[src/rtl/tdc_pkg.sv]
package tdc_pkg;
  typedef enum logic {ST_IDLE = 1'b0, ST_MEAS = 1'b1} measState_t;

  // strobes from control to datapath
  typedef struct packed {
    logic startMeas;
    logic step;
    logic capture;
    logic expire;
    logic sspEn;
  } tdcCmd_t;
endpackage

[src/rtl/tdc_ctrl.sv]
module tdc_ctrl
  import tdc_pkg::*;
(
  input  logic    clk,
  input  logic    rst_n,
  input  logic    edgeMark,
  input  logic    rxBit,
  input  logic    dataPhase,
  input  logic    winReached,
  input  logic    atMax,
  output tdcCmd_t cmd,
  output logic    measTimeout
);
  measState_t state;
  logic measOk;

  always_comb begin
    cmd = '0;
    cmd.startMeas = edgeMark;
    if (!edgeMark && state == ST_MEAS) begin
      if (!rxBit && winReached) cmd.capture = 1'b1;
      else if (atMax)           cmd.expire  = 1'b1;
      else                      cmd.step    = 1'b1;
    end
    cmd.sspEn = measOk && dataPhase;
  end

  always_ff @(posedge clk or negedge rst_n) begin
    if (!rst_n) begin
      state       <= ST_IDLE;
      measOk      <= 1'b0;
      measTimeout <= 1'b0;
    end else begin
      if (cmd.startMeas) begin
        state       <= ST_MEAS;
        measOk      <= 1'b0;
        measTimeout <= 1'b0;
      end else if (cmd.capture) begin
        state  <= ST_IDLE;
        measOk <= 1'b1;
      end else if (cmd.expire) begin
        state       <= ST_IDLE;
        measOk      <= 1'b0;
        measTimeout <= 1'b1;
      end
    end
  end
endmodule

[src/rtl/tdc_datapath.sv]
module tdc_datapath
  import tdc_pkg::*;
#(
  parameter int CW = 6
) (
  input  logic          clk,
  input  logic          rst_n,
  input  tdcCmd_t       cmd,
  input  logic          txBit,
  input  logic          rxBit,
  input  logic          bitStart,
  input  logic          dataPhase,
  input  logic [CW-1:0] filtWin,
  input  logic [CW-1:0] sspOffset,
  output logic          winReached,
  output logic          atMax,
  output logic [CW-1:0] measDelay,
  output logic          sspStrobe,
  output logic          bitErr
);
  localparam int TW   = CW + 1;
  localparam int HLEN = 1 << TW;
  localparam logic [TW-1:0] MAXD = TW'((1 << CW) - 1);

  logic [CW-1:0]   cnt;
  logic [TW-1:0]   cntNext;
  logic [TW-1:0]   total;
  logic [TW-1:0]   tapIdx;
  logic [HLEN-1:0] histStart;
  logic [HLEN-1:0] histTx;

  assign cntNext    = {1'b0, cnt} + TW'(1);
  assign winReached = cntNext >= {1'b0, filtWin};
  assign atMax      = cntNext == MAXD;

  always_ff @(posedge clk or negedge rst_n) begin
    if (!rst_n) begin
      cnt       <= '0;
      measDelay <= '0;
    end else begin
      if (cmd.startMeas || cmd.expire) cnt <= '0;
      else if (cmd.step)               cnt <= cnt + CW'(1);
      if (cmd.capture) measDelay <= cntNext[CW-1:0];
    end
  end

  // history of bit starts and transmitted values, one slot per cycle
  always_ff @(posedge clk or negedge rst_n) begin
    if (!rst_n) begin
      histStart <= '0;
      histTx    <= '0;
    end else begin
      histStart <= {histStart[HLEN-2:0], bitStart && dataPhase};
      histTx    <= {histTx[HLEN-2:0], txBit};
    end
  end

  // slot k holds the value from k+1 cycles ago
  assign total  = {1'b0, measDelay} + {1'b0, sspOffset};
  assign tapIdx = total - TW'(1);

  assign sspStrobe = cmd.sspEn && histStart[tapIdx];
  assign bitErr    = sspStrobe && (histTx[tapIdx] != rxBit);
endmodule

[src/rtl/tx_delay_comp.sv]
module tx_delay_comp
  import tdc_pkg::*;
#(
  parameter int CW = 6
) (
  input  logic          clk,
  input  logic          rst_n,
  input  logic          txBit,
  input  logic          rxBit,
  input  logic          dataPhase,
  input  logic          edgeMark,
  input  logic          bitStart,
  input  logic [CW-1:0] filtWin,
  input  logic [CW-1:0] sspOffset,
  output logic [CW-1:0] measDelay,
  output logic          measTimeout,
  output logic          sspStrobe,
  output logic          bitErr
);
  tdcCmd_t cmd;
  logic winReached;
  logic atMax;

  tdc_ctrl ctrl_i (
    .clk        (clk),
    .rst_n      (rst_n),
    .edgeMark   (edgeMark),
    .rxBit      (rxBit),
    .dataPhase  (dataPhase),
    .winReached (winReached),
    .atMax      (atMax),
    .cmd        (cmd),
    .measTimeout(measTimeout)
  );

  tdc_datapath #(.CW(CW)) dp_i (
    .clk       (clk),
    .rst_n     (rst_n),
    .cmd       (cmd),
    .txBit     (txBit),
    .rxBit     (rxBit),
    .bitStart  (bitStart),
    .dataPhase (dataPhase),
    .filtWin   (filtWin),
    .sspOffset (sspOffset),
    .winReached(winReached),
    .atMax     (atMax),
    .measDelay (measDelay),
    .sspStrobe (sspStrobe),
    .bitErr    (bitErr)
  );
endmodule

[config.mk]
export PLATFORM = sky130hd
export DESIGN_NAME = tx_delay_comp
export DESIGN_NICKNAME = d
export VERILOG_FILES = /design/src/rtl/tdc_pkg.sv /design/src/rtl/tdc_ctrl.sv /design/src/rtl/tdc_datapath.sv /design/src/rtl/tx_delay_comp.sv
export SDC_FILE = /design/constraint.sdc
export NUM_CORES = 1
export LEC_CHECK = 0
export BUFFER_PORTS_ARGS = -buffer_cell sky130_fd_sc_hd__buf_4
export CORE_UTILIZATION = 45
export CTS_CLUSTER_SIZE = 40
export DETAILED_ROUTE_END_ITERATION = 6
export GPL_TIMING_DRIVEN = 0
export SETUP_SLACK_MARGIN = 0.2
export SLEW_MARGIN = 10
export SYNTH_ARGS = -nofsm -noshare
export SYNTH_HDL_FRONTEND = slang
export SYNTH_SLANG_ARGS = --single-unit
[constraint.sdc]
create_clock -name clk -period 3.9 [get_ports clk]
set_input_delay 0.195 -clock clk [delete_from_list [all_inputs] [get_ports clk]]
set_output_delay 0.195 -clock clk [all_outputs]
set_load 0.005 [all_outputs]
; ---- Word-level counts from Yosys, hierarchy flattened
; Cells that the tools add are included.
[word_totals]
register_bits = 271
out_inout_bits = 9
inputBits = 19
elab_cells = 49
[op_classes]
order_cmp = 2
mux = 20
eq_ne = 3
n_addsub = 4
reduce_logical = 13
[op_table]
columns = cell, n
row1 = $mux W1, 15
row2 = $bmux W1 S7, 2
row3 = $mux W6, 2
row4 = $lt A7 B8 Y1 const B, 1
row5 = $add A6 B1 Y7 const B, 1
row6 = $add A6 B6 Y7, 1
row7 = $eq A7 B6 Y1 const B, 1
row8 = $ge A7 B6 Y1, 1
row9 = $sub A7 B1 Y7 const B, 1
row10 = $add A6 B1 Y6 const B, 1
row11 = $logic_and A1 B1 Y1, 6
row12 = $reduce_bool A2 Y1, 2
row13 = $mux W3, 1
row14 = $reduce_bool A3 Y1, 1
row15 = $logic_not A1 Y1, 2
row16 = $ne A2 B2 Y1 const B, 1
row17 = $reduce_and A2 Y1, 1
row18 = $logic_or A1 B1 Y1, 1
row19 = $ne A1 B1 Y1, 1

; ---- Depth between registers and ports, before layout
; Gate-level depths: netlist of the first run.
[depth]
depth_word = 8
ltp_mapped = 16

; ---- Modules after synthesis
; From an unflattened synthesis of the first run, not the netlist that was laid out.
[hier_totals]
hier_cells = 561
area_unflattened_um2 = 9972.1
[by_module_without_submodules]
columns = module, n_inst, seq_area_each_um2, area_each_um2, cells_per_inst
row1 = tdc_datapath, 1, 6706.4, 9805.7, 543
row2 = tdc_ctrl, 1, 75.1, 166.4, 18

; ---- Worst setup path after synthesis of the first run
; OpenSTA, ideal clock, no wires.
[synth_timing]
path_kind = register -> output
startpoint = reg dp_i.measDelay[1]
endpoint = out bitErr
slack_ps = 550
arrival_time_ps = 3155
required_ps = 3705
path_stages_with_launch = 15
cell_sequence = dfrtp_1 > inv_1 > ha_1 > inv_1 > ha_1 > fa_1 > buf_4 > buf_2 > clkbuf_1 > mux4_2 > a221oi_1 > o21ai_0 > o2111ai_1 > o32ai_1 > and2_1
[synth_via]
elab_chain_len = 6
[synth_lines]
columns = element, line_no
row1 = "start, declared", tdc_datapath.sv:17  ; output logic [CW-1:0] measDelay,
row2 = "start signal, assigned", tdc_datapath.sv:43  ; if (cmd.capture) measDelay <= cntNext[CW-1:0];
row3 = $add A6 B6 Y7, tdc_datapath.sv:59  ; assign total = {1'b0, measDelay} + {1'b0, sspOffset};
row4 = $sub A7 B1 Y7, tdc_datapath.sv:60  ; assign tapIdx = total - TW'(1);
row5 = $bmux W1 S7, tdc_datapath.sv:62  ; assign sspStrobe = cmd.sspEn && histStart[tapIdx];
row6 = $mux W1 (not written as such), tdc_datapath.sv:62
row7 = $logic_and A1 B1 Y1, tdc_datapath.sv:62
row8 = via sspStrobe, tx_delay_comp.sv:17  ; output logic sspStrobe,
row9 = $logic_and A1 B1 Y1, tdc_datapath.sv:63  ; assign bitErr = sspStrobe && (histTx[tapIdx] != rxBit);
row10 = "end, declared", tx_delay_comp.sv:18  ; output logic bitErr
; The timed path passes the listed nets, and every way through them passes these cells. The select of a mux whose other input is x is not followed.

; ---- Worst setup path after layout of the first run
[layout_timing]
startpoint = reg dp_i.measDelay[1]
endpoint = out bitErr
[layout_via]
elab_chain_len = 6
[layout_lines]
columns = element, line_no
row1 = $add A6 B6 Y7 (*), tdc_datapath.sv:59
row2 = $sub A7 B1 Y7 (*), tdc_datapath.sv:60
row3 = $bmux W1 S7 (on tied branches), "tdc_datapath.sv:63, tdc_datapath.sv:62"
row4 = $mux W1 (on tied branches), "tdc_datapath.sv:63, tdc_datapath.sv:62"
row5 = $ne A1 B1 Y1 or $logic_and A1 B1 Y1 (tied branches), "tdc_datapath.sv:63, tdc_datapath.sv:62"
row6 = $logic_and A1 B1 Y1 (*), tdc_datapath.sv:63
; Mark *: on every way between the ends. The rest lies on a longest branch, timed or not. The select of a mux whose other input is x is not followed.

==> results of run 1 <==
==> state kept, by name (all words and copies together) (netlist names) <==
register / cells
dp_i.histStart: 128
dp_i.histTx: 128
dp_i.cnt: 6
dp_i.measDelay: 6
ctrl_i.measOk: 1
ctrl_i.measTimeout: 1
ctrl_i.state: 1
==> critical path, cell delays in order, from the launching register on <==
cell and delay (ps):
dfrtp_1 370, inv_2 60, ha_4 250, inv_2 40, ha_4 150, fa_2 440, xor2_4 190, buf_12 160
buf_4 200, nand2_1 70, a22oi_1 60, o211a_1 240, a2111oi_1 370, a32oi_1 150, xor2_2 220, and2_1 200
buf_4 130
==> synthesized netlist by cell type (3+ instances only) <==
| cell | number |
|---|---|
| inv_1 | 40 |
| and2_1 | 6 |
| mux4_2 | 68 |
| clkbuf_1 | 4 |
| ha_1 | 19 |
| mux2i_1 | 8 |
| a21oi_1 | 11 |
| xor2_1 | 4 |
| a22oi_1 | 6 |
| a21o_1 | 4 |
| nor3_1 | 4 |
| nand2_1 | 24 |
| o21ai_0 | 10 |
| o2111ai_1 | 4 |
| dfrtp_1 | 271 |
| a211oi_1 | 3 |
| mux2_2 | 3 |
| nand3_1 | 11 |
| buf_4 | 4 |
| a22o_1 | 4 |
| buf_2 | 9 |
| o32ai_1 | 4 |
| buf_6 | 5 |
| nor2_1 | 13 |
==> cells by family (layout without fill, tap and decap cells) <==
| group | after synthesis | count (layout) | share of synthesized area [%] |
|---|---|---|---|
| muxes | 79 | 79 | 16.59 |
| DFF | 271 | 271 | 68.39 |
| buffers and inverters | 62 | 159 | 2.990 |
| AOI/OAI and AO/OA | 70 | 70 | 5.110 |
| adders and majority gates | 20 | 20 | 2.599 |
| and+or+nand+nor | 71 | 71 | 3.458 |
| xor gates and xnor gates | 8 | 8 | 0.8581 |
==> cell type report <==
cell class / instances / area, sq um
fillers: 1651 / 9311
flip-flops and latches: 271 / 6782
multi-input cells: 248 / 3004
clock buffers: 37 / 793.3
repair buffers: 48 / 455.4
well taps: 275 / 344.1
plain buffers: 22 / 250.2
clock inverters: 12 / 192.7
inverters: 40 / 153.9
==> layer usage <==
| layer | track usage [%] | up-vias |
|---|---|---|
| met1 | 27.31 | 2826 |
| met5 | 0 | - |
| met3 | 3.970 | 25 |
| met4 | 4.444 | 0 |
| li1 | - | 2275 |
| met2 | 29.01 | 123 |
==> power breakdown <==
| part | total (W) | switching (W) | internal, W | leakage, nW |
|---|---|---|---|---|
| Clock | 0.00282 | 0.00107 | 0.00175 | 0.479 |
| Combinational | 0.00238 | 0.00126 | 0.00111 | 1.56 |
| Sequential | 0.00293 | 0.0000437 | 0.00288 | 3.59 |
==> stage by stage <==
stage	utilization [%]	cell area [sq um]	instances	setup WS, ps
2_1_floorplan	-	9916	581	550.0
3_5_place_dp	49.37	10510	883	-270.8
6_report	56.26	11980	953	-140.0
5_1_grt	56.26	11980	953	-308.2
4_1_cts	55.77	11870	946	-141.2
3_3_place_gp	49.08	10450	881	-208.3
==> what timing repair did <==
| item | in CTS | in global routing |
|---|---|---|
| gates cloned | 1 | 0 |
| gates resized for setup | 54 | 10 |
| setup buffers | 9 | 7 |
| pin swaps | 13 | 4 |
| hold buffers | 4 | 0 |
| hold endpoints to repair | 61 | 0 |
| endpoints found under the setup margin | 2 | 2 |
==> how the worst max path moves through the flow <==
stage          cells after the start      to  slack (ps)
3_5_place_dp                      15  bitErr        -270
5_1_grt                           15  bitErr        -310
2_1_floorplan                     14  bitErr         550
4_1_cts                           13  bitErr        -140
3_3_place_gp                      15  bitErr        -210
6_report                          16  bitErr        -140
==> flow_metrics.env, run 1 <==
export IMPL_relSlewSlack_pct=39.15
export IMPL_min_to="dp_i.cnt[5]"
export IMPL_reg2reg_from="dp_i.cnt[0]"
export IMPL_crit_required_ps=3700
export IMPL_r2r_cells=10
export IMPL_synth_seq_cells=271
export IMPL_seq_area_frac_synth_pct=68.39
export IMPL_worstHoldStart="edgeMark"
export IMPL_netlist_instances=581
export IMPL_die_y_um=150.4
export IMPL_drt_initial_drc_count=261
export IMPL_track_usage_pct=18.74
export IMPL_antenna_cells=0
export IMPL_wirelength_um=19870
export IMPL_dr_wl_met2_um=9408
export IMPL_crit_path_start="dp_i.measDelay[1]"
export IMPL_ys_warnings_count=0
export IMPL_cts_max_path_buffers=3
export IMPL_cts_buffers=27
export IMPL_grt_pass1_vias=5621
export IMPL_rrSetupSlack_ps=660
export IMPL_holdPathStages=2
export IMPL_criticalPathCategory="flip-flop to output pin"
export IMPL_vdd_drop_max_mv=0.3843
export IMPL_syn_to_final_growth_pct=20.77
export IMPL_drt_antenna_violating_nets=0
export IMPL_synth_async_reset_ratio_pct=100.0
export IMPL_cap_viol_max_count=0
export IMPL_crit_path_end_kind="output pin"
export IMPL_hpwl_um=12630
export IMPL_fin_worst_skew_ps=12.30
export IMPL_p_total_w=0.008120
export IMPL_leakage_nw=5.631
export IMPL_grt_pass1_wl_um=31710
export IMPL_synth_main_ff_cell="dfrtp_1"
export IMPL_grt_antenna_before_repair=1
export IMPL_start_kind="flip-flop"
export IMPL_syn_area_per_cell_sq_um=17.07
export IMPL_io_pin_count=28
export IMPL_dr_wl_met3_um=1120
export IMPL_finalSetupTns_ps=-252.7
export IMPL_hold_slack_ps=54.36
export IMPL_period_share_pct=103.6
export IMPL_grt_max_degree=116
export IMPL_drive_gt1_share_pct=31.27
export IMPL_hold_path_class="input port to flip-flop"
export IMPL_drt_vias_per_instance=5.508
export IMPL_cts_sinks=271
export IMPL_period_minus_slack_ps=4040
export IMPL_path_clk_slew_ps=60
export IMPL_arrival_ps=3840
export IMPL_synth_edf_count=0
export IMPL_port_buffers=25
export IMPL_tightestPinTransition_ps=905.2
export IMPL_setup_viol=2
export IMPL_slew_viol_final=0
export IMPL_hold_violations=0
export IMPL_nets=697
export IMPL_fmax_ghz=0.2475
export IMPL_status="finished with violations"
export IMPL_clock_latency_ps=530
export IMPL_power_density_mw_per_mm2=678.0
export IMPL_gr_total_overflow=0
export IMPL_synth_cell_types=56
export IMPL_dieArea_sq_mm=0.02263
export IMPL_drt_pass1_iter_count=4
export IMPL_initial_core_util_pct=46.58
export IMPL_highest_layer="met4"
export IMPL_tritoncts="done"
export IMPL_h_tree_depth=1
export IMPL_routedLengthMet1_um=9032
export IMPL_r2r_end="dp_i.measDelay[4]"
export IMPL_vias=5249
export IMPL_root_buffer="clkbuf_16"
export IMPL_yosysTopAreaCell="dfrtp_1"
export IMPL_rsz0062_at_grt="true"
export IMPL_layout_common_cells="dfrtp_1 (271), mux4_2 (68), buf_4 (42), inv_1 (37), clkbuf_16 (27)"
export IMPL_wl_per_cell_um=20.84
export IMPL_violations="setup timing"
export IMPL_die_w_um=150.4
export IMPL_drc=0
export IMPL_synth_top_area_share_pct=68.39
export IMPL_gp_congestion=0.8127
export IMPL_final_common_cell="dfrtp_1"
export IMPL_netlist_area_sq_mm=0.009916
export IMPL_core_area_sq_mm=0.02129
export IMPL_rows=53
export IMPL_synth_fp_nets=620
export IMPL_crit_fanout=10
export IMPL_synth_area_top_cells="dfrtp_1 (68%), mux4_2 (15%), ha_1 (2.4%), inv_1 (1.5%), nand2_1 (0.91%)"
export IMPL_worst_slack_ps=-140.0
No activity file was read; power rests on OpenSTA's default activity.
==> inputs of run 2 (changes only) <==
BUFFER_PORTS_ARGS = -buffer_cell sky130_fd_sc_hd__buf_2   (was -buffer_cell sky130_fd_sc_hd__buf_4)
PLACE_DENSITY = 0.72   (was unset)
==> run 2 against run 1 <==
  * The run still ends with setup timing left
  * Global-route usage fell by 0.13 points
  * Utilization fell by 0.94 points
  * First-iteration DRC count rose by 26%
  * Critical path type unchanged
  * Largest power group unchanged
==> flow_metrics.env, run 2 (synthesized netlist as in run 1, its figures left out) <==
export IMPL_status="finished with violations"
export IMPL_violations="setup timing"
export IMPL_largestRegisters="dp_i.histStart (128), dp_i.histTx (128)"
export IMPL_place_area_sq_mm=0.01045
export IMPL_fmax_ghz=0.2477
export IMPL_initial_core_util_pct=46.58
export IMPL_path_clk_slew_ps=60
export IMPL_setup_viol=2
export IMPL_rows=53
export IMPL_period_share_pct=103.5
export IMPL_syn_to_final_growth_pct=18.75
export IMPL_die_w_um=150.4
export IMPL_p_total_w=0.007883
export IMPL_layout_common_cells="dfrtp_1 (271), mux4_2 (68), inv_1 (37), clkbuf_16 (29), buf_2 (28)"
export IMPL_drt_vias_per_instance=5.662
export IMPL_grt_max_degree=95
export IMPL_wirelength_um=19780
export IMPL_cts_sinks=271
export IMPL_crit_required_ps=3700
export IMPL_h_tree_depth=1
export IMPL_antenna_cells=0
export IMPL_fillers=1550
export IMPL_hpwl_um=12460
export IMPL_vias=5385
export IMPL_rsz0062_at_grt="true"
export IMPL_power_density_mw_per_mm2=669.5
export IMPL_cts_max_path_buffers=3
export IMPL_drt_pass1_iter_count=5
export IMPL_start_kind="flip-flop"
export IMPL_hold_path_class="input port to flip-flop"
export IMPL_crit_fanout=9
export IMPL_criticalPathCategory="flip-flop to output pin"
export IMPL_grt_antenna_before_repair=0
export IMPL_crit_path_end_kind="output pin"
export IMPL_track_usage_pct=18.61
export IMPL_nets=694
export IMPL_drt_initial_drc_count=329
export IMPL_slew_viol_final=0
export IMPL_vdd_drop_max_mv=0.3936
export IMPL_gr_total_overflow=0
export IMPL_final_common_cell="dfrtp_1"
export IMPL_tightestPinTransition_ps=938.4
export IMPL_fin_worst_skew_ps=11.61
export IMPL_die_y_um=150.4
export IMPL_hold_violations=0
export IMPL_gp_congestion=0.8463
export IMPL_drive_gt1_share_pct=30.47
export IMPL_core_area_sq_mm=0.02129
export IMPL_grt_pass1_vias=5801
export IMPL_tritoncts="done"
export IMPL_dieArea_sq_mm=0.02263
export IMPL_fin_util_pct=55.32
export IMPL_period_minus_slack_ps=4037
export IMPL_crit_chain="inv_2 -> ha_4 -> inv_2 -> ha_4 -> fa_2 -> buf_12 -> mux4_2 -> mux4_2 -> a21oi_2 -> o21a_1 -> o32ai_2 -> and2_1 -> buf_2"
export IMPL_grt_pass1_wl_um=32240
export IMPL_worst_slack_ps=-136.5
export IMPL_finalSetupTns_ps=-251.2
export IMPL_drc=0
export IMPL_wl_per_cell_um=20.80
export IMPL_cap_viol_max_count=0
export IMPL_final_cell_area_sq_mm=0.01178
export IMPL_port_buffers=25
export IMPL_root_buffer="clkbuf_16"
export IMPL_cpPeakStageDelay_ps=550
export IMPL_cts_buffers=27
export IMPL_leakage_nw=5.555
export IMPL_drt_antenna_violating_nets=0
export IMPL_slowest_stage="fa_2"
export IMPL_dpl_cell_count=883
export IMPL_fin_cells=951
export IMPL_arrival_ps=3840
export IMPL_io_pin_count=28
export IMPL_relSlewSlack_pct=36.92
export IMPL_clock_latency_ps=530
run 2: changes by cell type in the layout (fill, tap and decap cells not counted), sizes merged, moves of 2 or more:
cell	before	now
clkbuf	41	45
clkinv	4	6
bufinv	5	2
buf	61	57
run 2: per-stage QoR:
step                      setup WS [ps]  hold WS [ps]
final                            -136.5         59.27
after detailed placement         -206.4         243.6
after global placement            -1542         307.1
after floorplan                   550.0        -100.6
after CTS                        -189.4         26.74
after global routing             -291.3         70.65
run 2: worst max-delay path: cells and delay by family (launching register included):
family | cells | cell delay, ps
buf+inv | 4 | 370
simple gates | 1 | 160
fa+ha+maj | 3 | 960
flops | 1 | 370
mux | 2 | 1020
compound gates | 3 | 440
run 2: final cells by class:
class                           instances  area [sq um]  area share, %
Sequential cell                       271          6782          57.59
Multi-Input combinational cell        248          2962          25.15
Clock buffer                           39         810.8          6.886
Timing Repair Buffer                   45         370.4          3.145
Tap cell                              275         344.1          2.922
Buffer                                 22         227.7          1.934
Inverter                               40         153.9          1.307
Clock inverter                         11         125.1          1.063
run 2: worst paths after layout:
check                                   from                 end  slack (ps)  depth (start not counted)
setup / recovery           dp_i.measDelay[1]              bitErr        -140                         13
hold / removal                      edgeMark         dp_i.cnt[1]          60                          2
max in group asynchronous              rst_n   dp_i.histStart[5]        2770                          3
setup reg to reg                 dp_i.cnt[0]   dp_i.measDelay[4]         620                         10
hold reg to reg              dp_i.histTx[36]     dp_i.histTx[37]         370                          0
min in group asynchronous              rst_n  dp_i.histStart[80]         280                          2
run 2: repair_timing:
item | CTS | global route
hold buffers | 4 | 0
gates cloned | 0 | 2
endpoints found under the hold margin | 88 | 0
gates resized for setup | 36 | 15
endpoints found under the setup margin | 2 | 2
pin swaps | 9 | 4
buffers inserted | 5 | 7
run 2: power breakdown:
group / internal [W] / switching, W
combinational: 0.00106 / 0.00125
clock: 0.00158 / 0.00106
sequential: 0.00288 / 0.0000433
run 2: per-layer routing:
| layer | vias to the layer above | global-route usage, % | share of wire [%] |
|---|---|---|---|
| met4 | 0 | 4.596 | 1.9 |
| met1 | 2911 | 27.03 | 43 |
| met5 | - | 0 | 0 |
| li1 | 2263 | - | - |
| met3 | 34 | 3.182 | 5.8 |
| met2 | 177 | 29.49 | 49 |
